===== config.mk =====
export PLATFORM = sky130hd
export DESIGN_NAME = cmd_parser
export DESIGN_NICKNAME = d
export VERILOG_FILES = /design/src/rtl/cmdp_pkg.sv /design/src/rtl/cmdp_hdr_dec.sv /design/src/rtl/cmdp_lowbit.sv /design/src/rtl/cmd_parser.sv
export SDC_FILE = /design/constraint.sdc
export NUM_CORES = 1
export LEC_CHECK = 0
export BUFFER_PORTS_ARGS = -buffer_cell sky130_fd_sc_hd__buf_2
export CAP_MARGIN = 15
export CORE_ASPECT_RATIO = 0.75
export CORE_MARGIN = 2
export CORE_UTILIZATION = 49
export CTS_CLUSTER_DIAMETER = 200
export DETAILED_ROUTE_END_ITERATION = 8
export PLACE_DENSITY = 0.79
export SYNTH_ARGS = -nofsm -noshare
export SYNTH_HDL_FRONTEND = slang
export SYNTH_SLANG_ARGS = --single-unit

===== constraint.sdc =====
create_clock -name clk -period 4.6 [get_ports clk]
set_input_delay 0.23 -clock clk [delete_from_list [all_inputs] [get_ports clk]]
set_output_delay 0.23 -clock clk [all_outputs]
set_load 0.005 [all_outputs]

===== src/rtl/cmdp_pkg.sv =====
package cmdp_pkg;

    typedef enum logic [2:0] {
        M_HDR    = 3'd0,
        M_INC    = 3'd1,
        M_NONINC = 3'd2,
        M_MSK    = 3'd3,
        M_GADDR  = 3'd4
    } mode_e;

    localparam logic [3:0] OP_SETCL  = 4'h0;
    localparam logic [3:0] OP_INCR   = 4'h1;
    localparam logic [3:0] OP_NONINC = 4'h2;
    localparam logic [3:0] OP_MASK   = 4'h3;
    localparam logic [3:0] OP_IMM    = 4'h4;
    localparam logic [3:0] OP_RESTRT = 4'h5;
    localparam logic [3:0] OP_GATHER = 4'h6;
    localparam logic [3:0] OP_EXT    = 4'he;

    localparam logic [3:0] SUB_ACQ = 4'h0;
    localparam logic [3:0] SUB_REL = 4'h1;

    localparam logic [1:0] EV_RESTART = 2'd0;
    localparam logic [1:0] EV_GATHER  = 2'd1;
    localparam logic [1:0] EV_EXTUNK  = 2'd2;

    localparam int CLS_W  = 10;
    localparam int OFS_W  = 12;
    localparam int FLD_W  = 16;
    localparam int GCNT_W = 14;

    typedef struct packed {
        logic [3:0]        op;
        logic [CLS_W-1:0]  cls;
        logic [OFS_W-1:0]  offs;
        logic [FLD_W-1:0]  low;
        logic [3:0]        subop;
        logic [7:0]        idx;
        logic              ins;
        logic              gtyp;
        logic [GCNT_W-1:0] gcnt;
    } hdr_t;

endpackage


===== src/rtl/cmdp_hdr_dec.sv =====
module cmdp_hdr_dec
    import cmdp_pkg::*;
(
    input  logic [31:0] word,
    output hdr_t        hdr
);
    always_comb begin
        hdr.op    = word[31:28];
        hdr.offs  = word[27:16];
        hdr.cls   = word[15:6];
        hdr.low   = word[15:0];
        hdr.subop = word[27:24];
        hdr.idx   = word[7:0];
        hdr.ins   = word[15];
        hdr.gtyp  = word[14];
        hdr.gcnt  = word[13:0];
    end
endmodule


===== src/rtl/cmdp_lowbit.sv =====
module cmdp_lowbit #(
    parameter int W  = 16,
    localparam int IW = $clog2(W)
) (
    input  logic [W-1:0]  mask,
    output logic [IW-1:0] idx,
    output logic [W-1:0]  rest
);
    logic [W-1:0] below;
    logic [W-1:0] first;

    assign below[0] = 1'b0;
    for (genvar i = 1; i < W; i++) begin : g_chain
        assign below[i] = below[i-1] | mask[i-1];
    end
    assign first = mask & ~below;
    assign rest  = mask & ~first;

    always_comb begin
        idx = '0;
        for (int i = 0; i < W; i++) begin
            if (first[i]) idx = IW'(i);
        end
    end
endmodule


===== src/rtl/cmd_parser.sv =====
module cmd_parser
    import cmdp_pkg::*;
(
    input  logic        clk,
    input  logic        rst_n,
    input  logic        in_valid,
    input  logic [31:0] in_word,
    input  logic        in_last,
    output logic        in_ready,
    output logic        wr_valid,
    output logic [9:0]  wr_class,
    output logic [11:0] wr_offset,
    output logic [31:0] wr_data,
    output logic        ev_valid,
    output logic [1:0]  ev_kind,
    output logic [31:0] ev_addr,
    output logic [11:0] ev_offset,
    output logic        ev_insert,
    output logic        ev_type,
    output logic [13:0] ev_count,
    output logic        lock_valid,
    output logic        lock_release,
    output logic [7:0]  lock_index,
    output logic        trunc
);
    localparam int MIW = $clog2(FLD_W);

    typedef struct packed {
        mode_e             mode;
        logic [CLS_W-1:0]  cls;
        logic [OFS_W-1:0]  offs;
        logic [FLD_W-1:0]  cnt;
        logic [FLD_W-1:0]  mask;
        logic [OFS_W-1:0]  g_offs;
        logic              g_ins;
        logic              g_typ;
        logic [GCNT_W-1:0] g_cnt;
        logic              wr_v;
        logic [CLS_W-1:0]  wr_c;
        logic [OFS_W-1:0]  wr_o;
        logic [31:0]       wr_dat;
        logic              ev_v;
        logic [1:0]        ev_k;
        logic [31:0]       ev_a;
        logic [OFS_W-1:0]  ev_o;
        logic              ev_i;
        logic              ev_t;
        logic [GCNT_W-1:0] ev_c;
        logic              lk_v;
        logic              lk_r;
        logic [7:0]        lk_i;
        logic              tr;
    } st_t;

    st_t  st_d, st_q;
    hdr_t hdr;
    logic [MIW-1:0]   bit_idx;
    logic [FLD_W-1:0] mask_rest;

    cmdp_hdr_dec u_dec (
        .word (in_word),
        .hdr  (hdr)
    );

    cmdp_lowbit #(.W(FLD_W)) u_low (
        .mask (st_q.mask),
        .idx  (bit_idx),
        .rest (mask_rest)
    );

    always_comb begin
        st_d      = st_q;
        st_d.wr_v = 1'b0;
        st_d.ev_v = 1'b0;
        st_d.lk_v = 1'b0;
        st_d.tr   = 1'b0;
        if (in_valid) begin
            case (st_q.mode)
                M_HDR: begin
                    case (hdr.op)
                        OP_SETCL: begin
                            st_d.cls  = hdr.cls;
                            st_d.offs = hdr.offs;
                            st_d.mask = {10'b0, hdr.low[5:0]};
                            st_d.mode = (hdr.low[5:0] != 6'd0) ? M_MSK : M_HDR;
                        end
                        OP_INCR, OP_NONINC: begin
                            st_d.offs = hdr.offs;
                            st_d.cnt  = hdr.low;
                            if (hdr.low == '0)          st_d.mode = M_HDR;
                            else if (hdr.op == OP_INCR) st_d.mode = M_INC;
                            else                        st_d.mode = M_NONINC;
                        end
                        OP_MASK: begin
                            st_d.offs = hdr.offs;
                            st_d.mask = hdr.low;
                            st_d.mode = (hdr.low != '0) ? M_MSK : M_HDR;
                        end
                        OP_IMM: begin
                            st_d.wr_v   = 1'b1;
                            st_d.wr_c   = st_q.cls;
                            st_d.wr_o   = hdr.offs;
                            st_d.wr_dat = {16'b0, hdr.low};
                        end
                        OP_RESTRT: begin
                            st_d.ev_v = 1'b1;
                            st_d.ev_k = EV_RESTART;
                            st_d.ev_a = {in_word[27:0], 4'b0};
                        end
                        OP_GATHER: begin
                            st_d.g_offs = hdr.offs;
                            st_d.g_ins  = hdr.ins;
                            st_d.g_typ  = hdr.gtyp;
                            st_d.g_cnt  = hdr.gcnt;
                            st_d.mode   = M_GADDR;
                        end
                        OP_EXT: begin
                            if (hdr.subop == SUB_ACQ || hdr.subop == SUB_REL) begin
                                st_d.lk_v = 1'b1;
                                st_d.lk_r = (hdr.subop == SUB_REL);
                                st_d.lk_i = hdr.idx;
                            end else begin
                                st_d.ev_v = 1'b1;
                                st_d.ev_k = EV_EXTUNK;
                                st_d.ev_a = in_word;
                            end
                        end
                        default: ;
                    endcase
                end
                M_INC, M_NONINC: begin
                    st_d.wr_v   = 1'b1;
                    st_d.wr_c   = st_q.cls;
                    st_d.wr_o   = st_q.offs;
                    st_d.wr_dat = in_word;
                    if (st_q.mode == M_INC) st_d.offs = st_q.offs + 1'b1;
                    st_d.cnt = st_q.cnt - 1'b1;
                    if (st_q.cnt == FLD_W'(1)) st_d.mode = M_HDR;
                end
                M_MSK: begin
                    st_d.wr_v   = 1'b1;
                    st_d.wr_c   = st_q.cls;
                    st_d.wr_o   = st_q.offs + OFS_W'(bit_idx);
                    st_d.wr_dat = in_word;
                    st_d.mask   = mask_rest;
                    if (mask_rest == '0) st_d.mode = M_HDR;
                end
                M_GADDR: begin
                    st_d.ev_v = 1'b1;
                    st_d.ev_k = EV_GATHER;
                    st_d.ev_a = in_word;
                    st_d.ev_o = st_q.g_offs;
                    st_d.ev_i = st_q.g_ins;
                    st_d.ev_t = st_q.g_typ;
                    st_d.ev_c = st_q.g_cnt;
                    st_d.mode = M_HDR;
                end
                default: st_d.mode = M_HDR;
            endcase
            if (in_last && st_d.mode != M_HDR) begin
                st_d.tr   = 1'b1;
                st_d.mode = M_HDR;
            end
        end
    end

    always_ff @(posedge clk) begin
        if (!rst_n) st_q <= '0;
        else        st_q <= st_d;
    end

    assign in_ready     = 1'b1;
    assign wr_valid     = st_q.wr_v;
    assign wr_class     = st_q.wr_c;
    assign wr_offset    = st_q.wr_o;
    assign wr_data      = st_q.wr_dat;
    assign ev_valid     = st_q.ev_v;
    assign ev_kind      = st_q.ev_k;
    assign ev_addr      = st_q.ev_a;
    assign ev_offset    = st_q.ev_o;
    assign ev_insert    = st_q.ev_i;
    assign ev_type      = st_q.ev_t;
    assign ev_count     = st_q.ev_c;
    assign lock_valid   = st_q.lk_v;
    assign lock_release = st_q.lk_r;
    assign lock_index   = st_q.lk_i;
    assign trunc        = st_q.tr;

    // pulses only follow an accepted word
    a_r11_pulse_needs_word: assert property (@(posedge clk) disable iff (!rst_n)
        (wr_valid || ev_valid || lock_valid || trunc) |-> $past(in_valid));

    // one word yields at most one of write, event or lock
    a_r11_single_kind: assert property (@(posedge clk) disable iff (!rst_n)
        $onehot0({wr_valid, ev_valid, lock_valid}));

    // truncation only after an accepted last word
    a_r10_trunc_on_last: assert property (@(posedge clk) disable iff (!rst_n)
        trunc |-> $past(in_valid && in_last));

    // masked-payload mode always owes at least one word
    a_r5_mask_nonzero: assert property (@(posedge clk) disable iff (!rst_n)
        (st_q.mode == M_MSK) |-> (st_q.mask != '0));

    // restart target is word aligned to 16
    a_r7_restart_align: assert property (@(posedge clk) disable iff (!rst_n)
        (ev_valid && ev_kind == EV_RESTART) |-> (ev_addr[3:0] == 4'h0));

    // lock pulse only after an extended header
    a_r9_lock_from_ext: assert property (@(posedge clk) disable iff (!rst_n)
        lock_valid |-> ($past(in_word[31:28]) == OP_EXT));

    // payload tracking is frozen on idle cycles
    a_r3_idle_holds: assert property (@(posedge clk) disable iff (!rst_n)
        !in_valid |=> $stable(st_q.cnt) && $stable(st_q.mode));
endmodule


### Yosys cells after proc, flatten, opt, wreduce, memory -nomap -nowiden

Cells that the tools add are included.

| word-level totals | value |
|---|---|
| register bits after elaboration | 214 |
| input bits | 36 |
| word-level logic and storage cells | 131 |

| cells by class | value |
|---|---|
| $add $sub $neg | 3 |
| eq/ne operators | 20 |
| muxes and demuxes | 38 |
| bitwise gates (word level) | 18 |
| reduce and logical (&&, ||, !) cells | 28 |

Operator list:

| operator | number |
|---|---|
| $pmux 55 s3 | 1 |
| $pmux 35 s2 | 2 |
| $pmux 16 s2 | 2 |
| $mux 4 | 14 |
| $pmux 28 s2 | 1 |
| $mux 55 | 1 |
| $mux 35 | 1 |
| $and 16x16->16 | 2 |
| $logic_not 16->1 | 2 |
| $not 16->16 | 2 |
| $mux 12 | 2 |
| $eq 16x1->1 const B | 1 |
| $mux 16 | 1 |
| $reduce_and 4->1 | 4 |
| $reduce_bool 16->1 | 1 |
| $sub 16x1->16 const B | 1 |
| $mux 3 | 5 |
| $reduce_and 3->1 | 5 |
| $or 1x1->1 | 14 |
| $add 12x1->12 const B | 1 |
| $add 12x4->12 | 1 |
| $eq 4x3->1 const B | 3 |
| $pmux 3 s4 | 1 |
| $mux 10 | 1 |
| other kinds (23) | 38 |

### Depth between registers and ports, before layout

Gate-level depths: netlist (run 1).

| depth | value |
|---|---|
| word-level depth | 33 |
| depth in mapped cells | 15 |
| depth with buffers taken out | 14 |

### Hierarchy

A second synthesis (run 1) with hierarchy kept.

| second synthesis, totals | value |
|---|---|
| cells, all modules | 1,353 |
| area, all modules | 11,011.8 µm² |

By module, submodules not included:

| module | times used | cells each | area an instance (µm²) | seq. area each (µm²) |
|---|---|---|---|---|
| cmd_parser | 1 | 1,235 | 10,184.8 | 4,284.1 |
| cmdp_hdr_dec | 1 | 70 | 525.5 | 0.0 |
| cmdp_lowbit | 1 | 48 | 301.5 | 0.0 |

### Least setup slack after synthesis (run 1)

No wires, ideal clock.

| timing | value |
|---|---|
| path kind | reg-to-reg |
| start point | reg st_q[158] (netlist name) |
| end point | reg st_q (netlist bit wr_offset[8]) |
| data arrival time | 3.146 ns |
| path slack | 1.321 ns |
| cell stages (with the launch flop) | 15 |
| buffers on the path | 2 |
| path through | dfxtp_1 -> buf_6 -> or4_1 -> clkbuf_2 -> or3_1 -> o221ai_1 -> ha_1 -> inv_1 -> fa_1 -> nor2b_1 -> o21ai_0 -> a211oi_1 -> xor2_1 -> a222oi_1 -> a21oi_1 |

| between the ends | value |
|---|---|
| cells in the longest elaborated chain, start to end | 19 |
| elaborated cells on any way between the ends | 33 |

RTL lines:

| what | RTL line | source |
|---|---|---|
| start: declaration | cmd_parser.sv:55 | `st_t st_d, st_q;` |
| start signal: assignment | cmd_parser.sv:169 | `else st_q <= st_d;` |
| $or 1x1->1 | cmdp_lowbit.sv:14 | `assign below[i] = below[i-1] \| mask[i-1];` |
| $not 16->16 or $or 1x1->1 (tied branches) | cmdp_lowbit.sv:16, cmdp_lowbit.sv:14 |  |
| $and 16x16->16 (*) | cmdp_lowbit.sv:16 | `assign first = mask & ~below;` |
| $mux 4 (tied with other cells) (12 in a row) | cmdp_lowbit.sv:22 | `if (first[i]) idx = IW'(i);` |
| $mux 4 or $and 16x16->16 (tied branches) | cmdp_lowbit.sv:22, cmdp_lowbit.sv:16 |  |
| $mux 4 (*) | cmdp_lowbit.sv:22 |  |
| $add 12x4->12 (*) | cmd_parser.sv:143 | `st_d.wr_o = st_q.offs + OFS_W'(bit_idx);` |
| $pmux 55 s3 (*) | cmd_parser.sv:78 | `case (st_q.mode)` |

Every way passes the cells marked *; elsewhere a longest branch is shown, timed or not.
A chain may end at the register's enable or synchronous reset.

### Worst setup path after layout (run 1)

| timing | value |
|---|---|
| start point | reg st_q[157] (netlist name) |
| end point | reg st_q (netlist bit wr_offset[8]) |

| between the ends | value |
|---|---|
| cells in the longest elaborated chain, start to end | 19 |
| elaborated cells on any way between the ends | 33 |

RTL lines:

| what | RTL line |
|---|---|
| $not 16->16 (*) | cmdp_lowbit.sv:16 |
| $and 16x16->16 (*) | cmdp_lowbit.sv:16 |
| $mux 1 (tied with other cells) | cmdp_lowbit.sv:22 |
| $mux 4 (tied with other cells) (12 in a row) | cmdp_lowbit.sv:22 |
| $mux 4 or $and 16x16->16 (tied branches) | cmdp_lowbit.sv:22, cmdp_lowbit.sv:16 |
| $mux 4 (*) | cmdp_lowbit.sv:22 |
| $add 12x4->12 (*) | cmd_parser.sv:143 |
| $pmux 55 s3 (*) | cmd_parser.sv:78 |

Marks and branches as above.

==> impl_metrics.csv, run 1 <==
group,metric,value,unit
floorplanning,design.portCount,166,
final_layout,drive_gt1_share,17.62,%
logic_synthesis,synth_adder_area_share,1.315,%
timing,fin_crit,3.758,ns
outcome,status,"complete, no violations",
logic_synthesis,synthTopCellsByArea,"dfxtp_1 (40%), buf_4 (9.0%), nand2_1 (8.2%)",
final_layout,postLayoutCoreUtil,53.33,%
routing,drtIter0Drc,1131,
logic_synthesis,syn_nets,1413,
placed_design,dp.cells,1593,
power,vdd_ir_drop_max,0.2513,mV
timing,fin_crit_sh,81.69,%
cts,cts_root_buf,"clkbuf_16",
timing,hold_viol,0,
floorplanning,die_w,174.3,microns
cts,cts_tree,"built",
timing,drv_slew,0,
cts,insertion_delay,0.51,ns
setup_path,end_kind,"flip-flop",
final_layout,nets,1376,
setup_path,crit_type,"reg -> reg",
global_routing,grt_pass1_wl,47900,microns
power,p_leak,0.004476,uW
placed_design,port_buffers,164,
cts,cts_max_level,1,
final_layout,finalNonFillerCells,1634,
floorplanning,die_h,131.7,microns
floorplanning,core_area,21240,sq um
timing,max_freq,266.1,MHz
cts,path_clk_slew,0.06,ns
routing,avgViaCountPerCell,5.896,
final_layout,final_common_cell,"nand2_1",
setup_path,crit_required,4.96,ns
timing,rsz0062_at_grt,"false",
setup_path,path_max_fanout,7,
logic_synthesis,yosys_warnings,0,
logic_synthesis,synthFlopType,"dfxtp_1",
routing,drcViolationCount,0,
global_routing,grt_max_degree,91,
cts,numClockSinks,214,
routing,firstDrtPassIters,6,
floorplanning,dieArea,22960,sq um
final_layout,design_area,11330,sq um
logic_synthesis,synth_top_cell_by_area,"dfxtp_1",
logic_synthesis,synth-edff-count,0,
logic_synthesis,synth_area_per_cell,7.790,sq um
cts,max-clock-path-buffers,3,
global_routing,gr-total-overflow,0,
placed_design,gp_congestion,0.8875,
setup_path,start_kind,"flip-flop",
logic_synthesis,ys_seq_area_share,40.20,%
global_routing,grt_pass1_vias,8669,
floorplanning,num_rows,46,
floorplanning,start_util,50.18,%
final_layout,syn_to_final_growth,6.293,%
final_layout,final_cell_mix,"nand2_1 (233), dfxtp_1 (214), buf_2 (164)",
logic_synthesis,syn-instance-count,1368,
setup_path,crit_arrival,4.12,ns
logic_synthesis,ys_seq_elements,214,
cts,cts_resized,0,
cts,numCtsBuffers,22,
timing,setup_viol,0,
routing,routed_wl,30730,microns
routing,ant_nets,0,
placed_design,place_hpwl,20420,microns
flow_run,maxCapViolations,0,
logic_synthesis,synth_top_area_share,40.20,%
timing,slew_headroom,24.19,%
logic_synthesis,synthSimpleGateAreaFrac,22.03,%
logic_synthesis,post_synth_instance_area,10660,sq um
global_routing,grt_antenna_before_repair,1,
routing,post_drt_wl_per_cell,18.81,microns
logic_synthesis,async_flop_share,0,%
timing,worst_slack,0.8424,ns
final_layout,fillers,2012,
placed_design,postPlaceCellArea,10490,sq um
min_path,hold_path.class,"in -> reg",
routing,dr_total_vias,9634,
power,powerDensity,383.5,nW/um^2
logic_synthesis,synth-xor-area-share,0.6575,%
logic_synthesis,synth_top_family_by_area,"simple AND/OR/NAND/NOR gates",
logic_synthesis,synth_compound_area_share,20.62,%
timing,worst_pin_slew,1.137,ns
timing,finalSetupTns,0,ns
logic_synthesis,synthMuxAreaShare,0.9393,%
global_routing,grt_util_all_layers,25.66,%
timing,finalClockSkew,0.007044,ns
logic_synthesis,synth_cell_types,72,
placed_design,dp_slack,0.9027,ns
==> state kept, by name, indices dropped and copies added, names as in the netlist <==
name and cells:
wr_valid 1, lock_index 8, trunc 1, wr_offset 12, wr_class 10, ev_offset 12
wr_data 32, lock_valid 1, ev_insert 1, ev_addr 32, st_q 85, ev_kind 2
ev_valid 1, ev_type 1, ev_count 14, lock_release 1
==> synth_stat cells (8+ instances only) <==
| cell type | count |
|---|---|
| a211oi_1 | 13 |
| a21oi_1 | 156 |
| a221oi_1 | 27 |
| a22oi_1 | 31 |
| and3_1 | 10 |
| buf_2 | 29 |
| buf_4 | 128 |
| clkbuf_1 | 72 |
| dfxtp_1 | 214 |
| ha_1 | 8 |
| inv_1 | 13 |
| mux2i_1 | 10 |
| nand2_1 | 233 |
| nand3_1 | 31 |
| nor2_1 | 138 |
| nor3_1 | 43 |
| nor3_2 | 9 |
| nor4_1 | 12 |
| o21a_1 | 10 |
| o21ai_0 | 56 |
==> metal layers <==
| metal | GRT usage (%) | vias up | part of all wire, % |
|---|---|---|---|
| met5 | 0 | - | 0 |
| met1 | 35.89 | 4545 | 43 |
| met2 | 39.44 | 498 | 44 |
| li1 | - | 4545 | - |
| met4 | 5.696 | 0 | 1.4 |
| met3 | 7.147 | 46 | 12 |
==> report_power, final <==
part | leakage [uW] | switching (uW) | internal [uW]
combinational | 0.00235 | 272 | 128
clock | 0.000394 | 756 | 1250
sequential | 0.00173 | 40.5 | 1890
total | 0.00448 | 1070 | 3280
==> final timing paths <==
check	slack (ns)	startpoint	to	cells after the start
hold reg to reg	0.45	wr_data[6]	wr_data[6]	2
setup / recovery	0.84	st_q[157]	wr_offset[8]	12
hold / removal	0.06	in_word[21]	st_q[150]	3
setup reg to reg	0.84	st_q[157]	wr_offset[8]	12
==> critical path: stages (launching register included) <==
cell,delay [ns]
dfxtp_1,0.40
or4_1,0.69
or3_1,0.36
o221ai_1,0.22
ha_1,0.21
inv_1,0.06
fa_1,0.40
nor2b_1,0.12
o21ai_0,0.23
a211oi_1,0.35
xor2_1,0.10
a222oi_1,0.34
a21oi_1,0.11
==> timing repair <==
item / CTS / global route
endpoints found under the setup margin: 0 / 0
setup buffers: 0 / 0
hold buffers: 0 / 1
endpoints found under the hold margin: 0 / 1
==> area by class of cell <==
cell class,count,area (sq um),share of cell area (%)
Sequential cell,214,4284,37.82
Timing Repair Buffer,179,943.4,8.329
Clock inverter,8,167.7,1.480
Inverter,15,61.31,0.5413
Clock buffer,30,641.9,5.667
Multi-Input combinational cell,899,4866,42.96
Tap cell,288,360.3,3.181
Antenna cell,1,2.502,0.02209
==> cells by family (layout without fill, tap and decap cells) <==
group,Yosys count,count (layout)
flip-flops,214,214
AND/OR/NAND/NOR,518,518
XOR/XNOR,8,8
other,1,2
multiplexers,10,10
buffers and inverters,255,232
AO/OA/AOI/OAI,351,351
adder cells (fa/ha/maj),11,11
==> stage by stage <==
step / power (uW) / hold slack, ns
floorplan: 2260 / 0.3310
global placement: 2355 / 0.4355
detailed placement: 2363 / 0.4446
CTS: 4343 / 0.002294
global route: 4473 / 0.06747
finish: 4344 / 0.05623
(Power assumes the default switching activity.)
==> run 2, diff against run 1 <==
- PLACE_DENSITY: 0.79 -> 0.82
- clock period: 4.6 -> 3.1 ns (I/O delays scaled with it)
==> run 2 against run 1 <==
Against the previous run:
- the run now ends with negative setup slack left
- global-route usage increased by 0.20 points
- utilization up 2.0 points
- sequential power is 48% higher
- flip-flop and latch count unchanged
- fmax increased by 21%
- final area is 3.8% higher
- critical path depth is the same
- worst hold slack got worse by 0.039 ns
- clock skew grew 0.018 ns
- critical path type unchanged
- largest power group is now registers
==> impl_metrics.csv, run 2 (synthesis gave the netlist of run 1 again) <==
group,metric,value,unit
floorplanning,start_util,50.18,%
setup_path,start_kind,"flip-flop",
timing,worst_pin_slew,1.170,ns
final_layout,diodes,0,
routing,met1_length,13520,microns
cts,cts_max_level,1,
timing,drv_slew,0,
floorplanning,design.portCount,166,
setup_path,end_kind,"flip-flop",
cts,insertion_delay,0.53,ns
flow_run,maxCapViolations,0,
final_layout,multiInputGateArea,4932,sq um
setup_path,crit_required,3.51,ns
routing,drtIter0Drc,981,
timing,fin_crit,3.109,ns
setup_path,crit_arrival,3.52,ns
final_layout,final_cell_mix,"nand2_1 (233), dfxtp_1 (212), buf_2 (165)",
timing,finalClockSkew,0.02530,ns
timing,fin_crit_sh,100.3,%
routing,firstDrtPassIters,6,
cts,cts_root_buf,"clkbuf_16",
global_routing,grt_util_all_layers,25.86,%
cts,cts_tree,"built",
final_layout,largest_reg_flops,85,
setup_path,crit_type,"reg -> reg",
setup_path,cpMaxStageDelayCell,"or4_4",
final_layout,nets,1426,
routing,wl_met2,13360,microns
timing,rsz0062_at_grt,"true",
placed_design,port_buffers,164,
final_layout,final_common_cell,"nand2_1",
power,powerDensity,536.9,nW/um^2
outcome,status,"finished, violations left",
power,vdd_ir_drop_max,0.3840,mV
cts,numCtsBuffers,22,
floorplanning,dieArea,22960,sq um
timing,worst_slack,-0.009476,ns
setup_path,cp_cell_sequence,"or4_4 -> or3_4 -> o221ai_4 -> ha_2 -> inv_2 -> fa_2 -> nor2b_4 -> o21ai_4 -> a211oi_2 -> xor2_1 -> a222oi_1 -> a21oi_1",
final_layout,ff_latch_area,4287,sq um
placed_design,dp_slack,-0.1353,ns
routing,avgViaCountPerCell,5.926,
final_layout,drive_gt1_share,20.76,%
timing,slew_headroom,21.98,%
routing,drcViolationCount,0,
timing,hold_viol,0,
global_routing,grt_pass1_vias,9068,
routing,top_layer_used,"met4",
placed_design,place_hpwl,20710,microns
global_routing,grt_pass1_wl,48970,microns
routing,routed_wl,31390,microns
floorplanning,core_area,21240,sq um
routing,dr_total_vias,9986,
floorplanning,num_rows,46,
routing,ant_nets,0,
cts,numClockSinks,214,
cts,path_clk_slew,0.06,ns
routing,met3_length,3368,microns
final_layout,finalNonFillerCells,1685,
timing,max_freq,321.6,MHz
final_layout,regMostFlops,"st_q",
floorplanning,die_h,131.7,microns
min_path,hold_path.class,"in -> reg",
global_routing,grt_antenna_before_repair,0,
floorplanning,die_w,174.3,microns
outcome,failed_checks,"negative setup slack",
setup_path,cp_slowest_stage_delay,0.54,ns
global_routing,grt_max_degree,147,
timing,setup_viol,1,
placed_design,gp_congestion,0.9468,
setup_path,path_max_fanout,4,
final_layout,fillers,1926,
global_routing,gr-total-overflow,0,
power,p_leak,0.004705,uW
final_layout,syn_to_final_growth,10.29,%
routing,post_drt_wl_per_cell,18.63,microns
placed_design,dp.cells,1630,
cts,max-clock-path-buffers,3,
-- run 2: worst paths after layout --
| check | from | to | depth (start not counted) | slack [ns] |
|---|---|---|---|---|
| worst max-delay path | st_q[157] | wr_offset[8] | 12 | -0.009 |
| worst min-delay path | in_word[0] | st_q[129] | 3 | 0.02 |
| worst max register to register | st_q[157] | wr_offset[8] | 12 | -0.009 |
| worst min register to register | st_q[142] | ev_count[13] | 2 | 0.44 |
-- run 2: worst max-delay path: cells and delay by family (launching register included) --
family,cells,cell delay (ns)
AOI/OAI and AO/OA,5,0.92
xor gates and xnor gates,1,0.11
adders and majority gates,2,0.57
buffers and inverters,1,0.04
DFF,1,0.34
and+or+nand+nor,3,1.04
-- run 2: power breakdown --
| group | internal (uW) | switching, uW | leakage [uW] | total, uW |
|---|---|---|---|---|
| Sequential | 2810 | 57.6 | 0.00173 | 2870 |
| Clock | 1640 | 1150 | 0.000378 | 2790 |
| Combinational | 230 | 419 | 0.00260 | 649 |
| Total | 4680 | 1630 | 0.00471 | 6310 |
-- run 2: through the flow --
stage | hold WS, ns | utilization (%) | power (uW) | area, sq um | setup TNS [ns]
finish | 0.01680 | 55.34 | 6310 | 11750 | -0.009476
floorplan | 0.2560 | - | 3355 | 10680 | -0.005145
global route | 0.004593 | 55.34 | 6492 | 11750 | -0.5525
CTS | 0.0009694 | 55.05 | 6306 | 11690 | -0.02693
detailed placement | 0.4426 | 50.84 | 3533 | 10800 | -0.2379
global placement | 0.4348 | 50.81 | 3517 | 10790 | 0
-- run 2: layer usage --
metal / up-vias / track usage [%]
li1: 4634 / -
met4: 0 / 8.917
met5: - / 0
met1: 4723 / 36.33
met2: 532 / 38.71
met3: 97 / 6.337
-- run 2: area by class of cell --
type | count | share of cell area (%)
timing repair buffer | 229 | 11.53
multi-input combinational | 899 | 41.97
clock buffer | 28 | 5.131
clock inverter | 12 | 1.309
tap | 288 | 3.066
inverter | 15 | 0.5217
sequential | 214 | 36.47
-- run 2: repair_timing --
item / in CTS / in global routing
setup endpoints to repair: 3 / 7
gates resized for setup: 3 / 11
buffers inserted: 0 / 2
pin swaps: 1 / 3
hold endpoints to repair: 21 / 0
hold buffers: 13 / 0
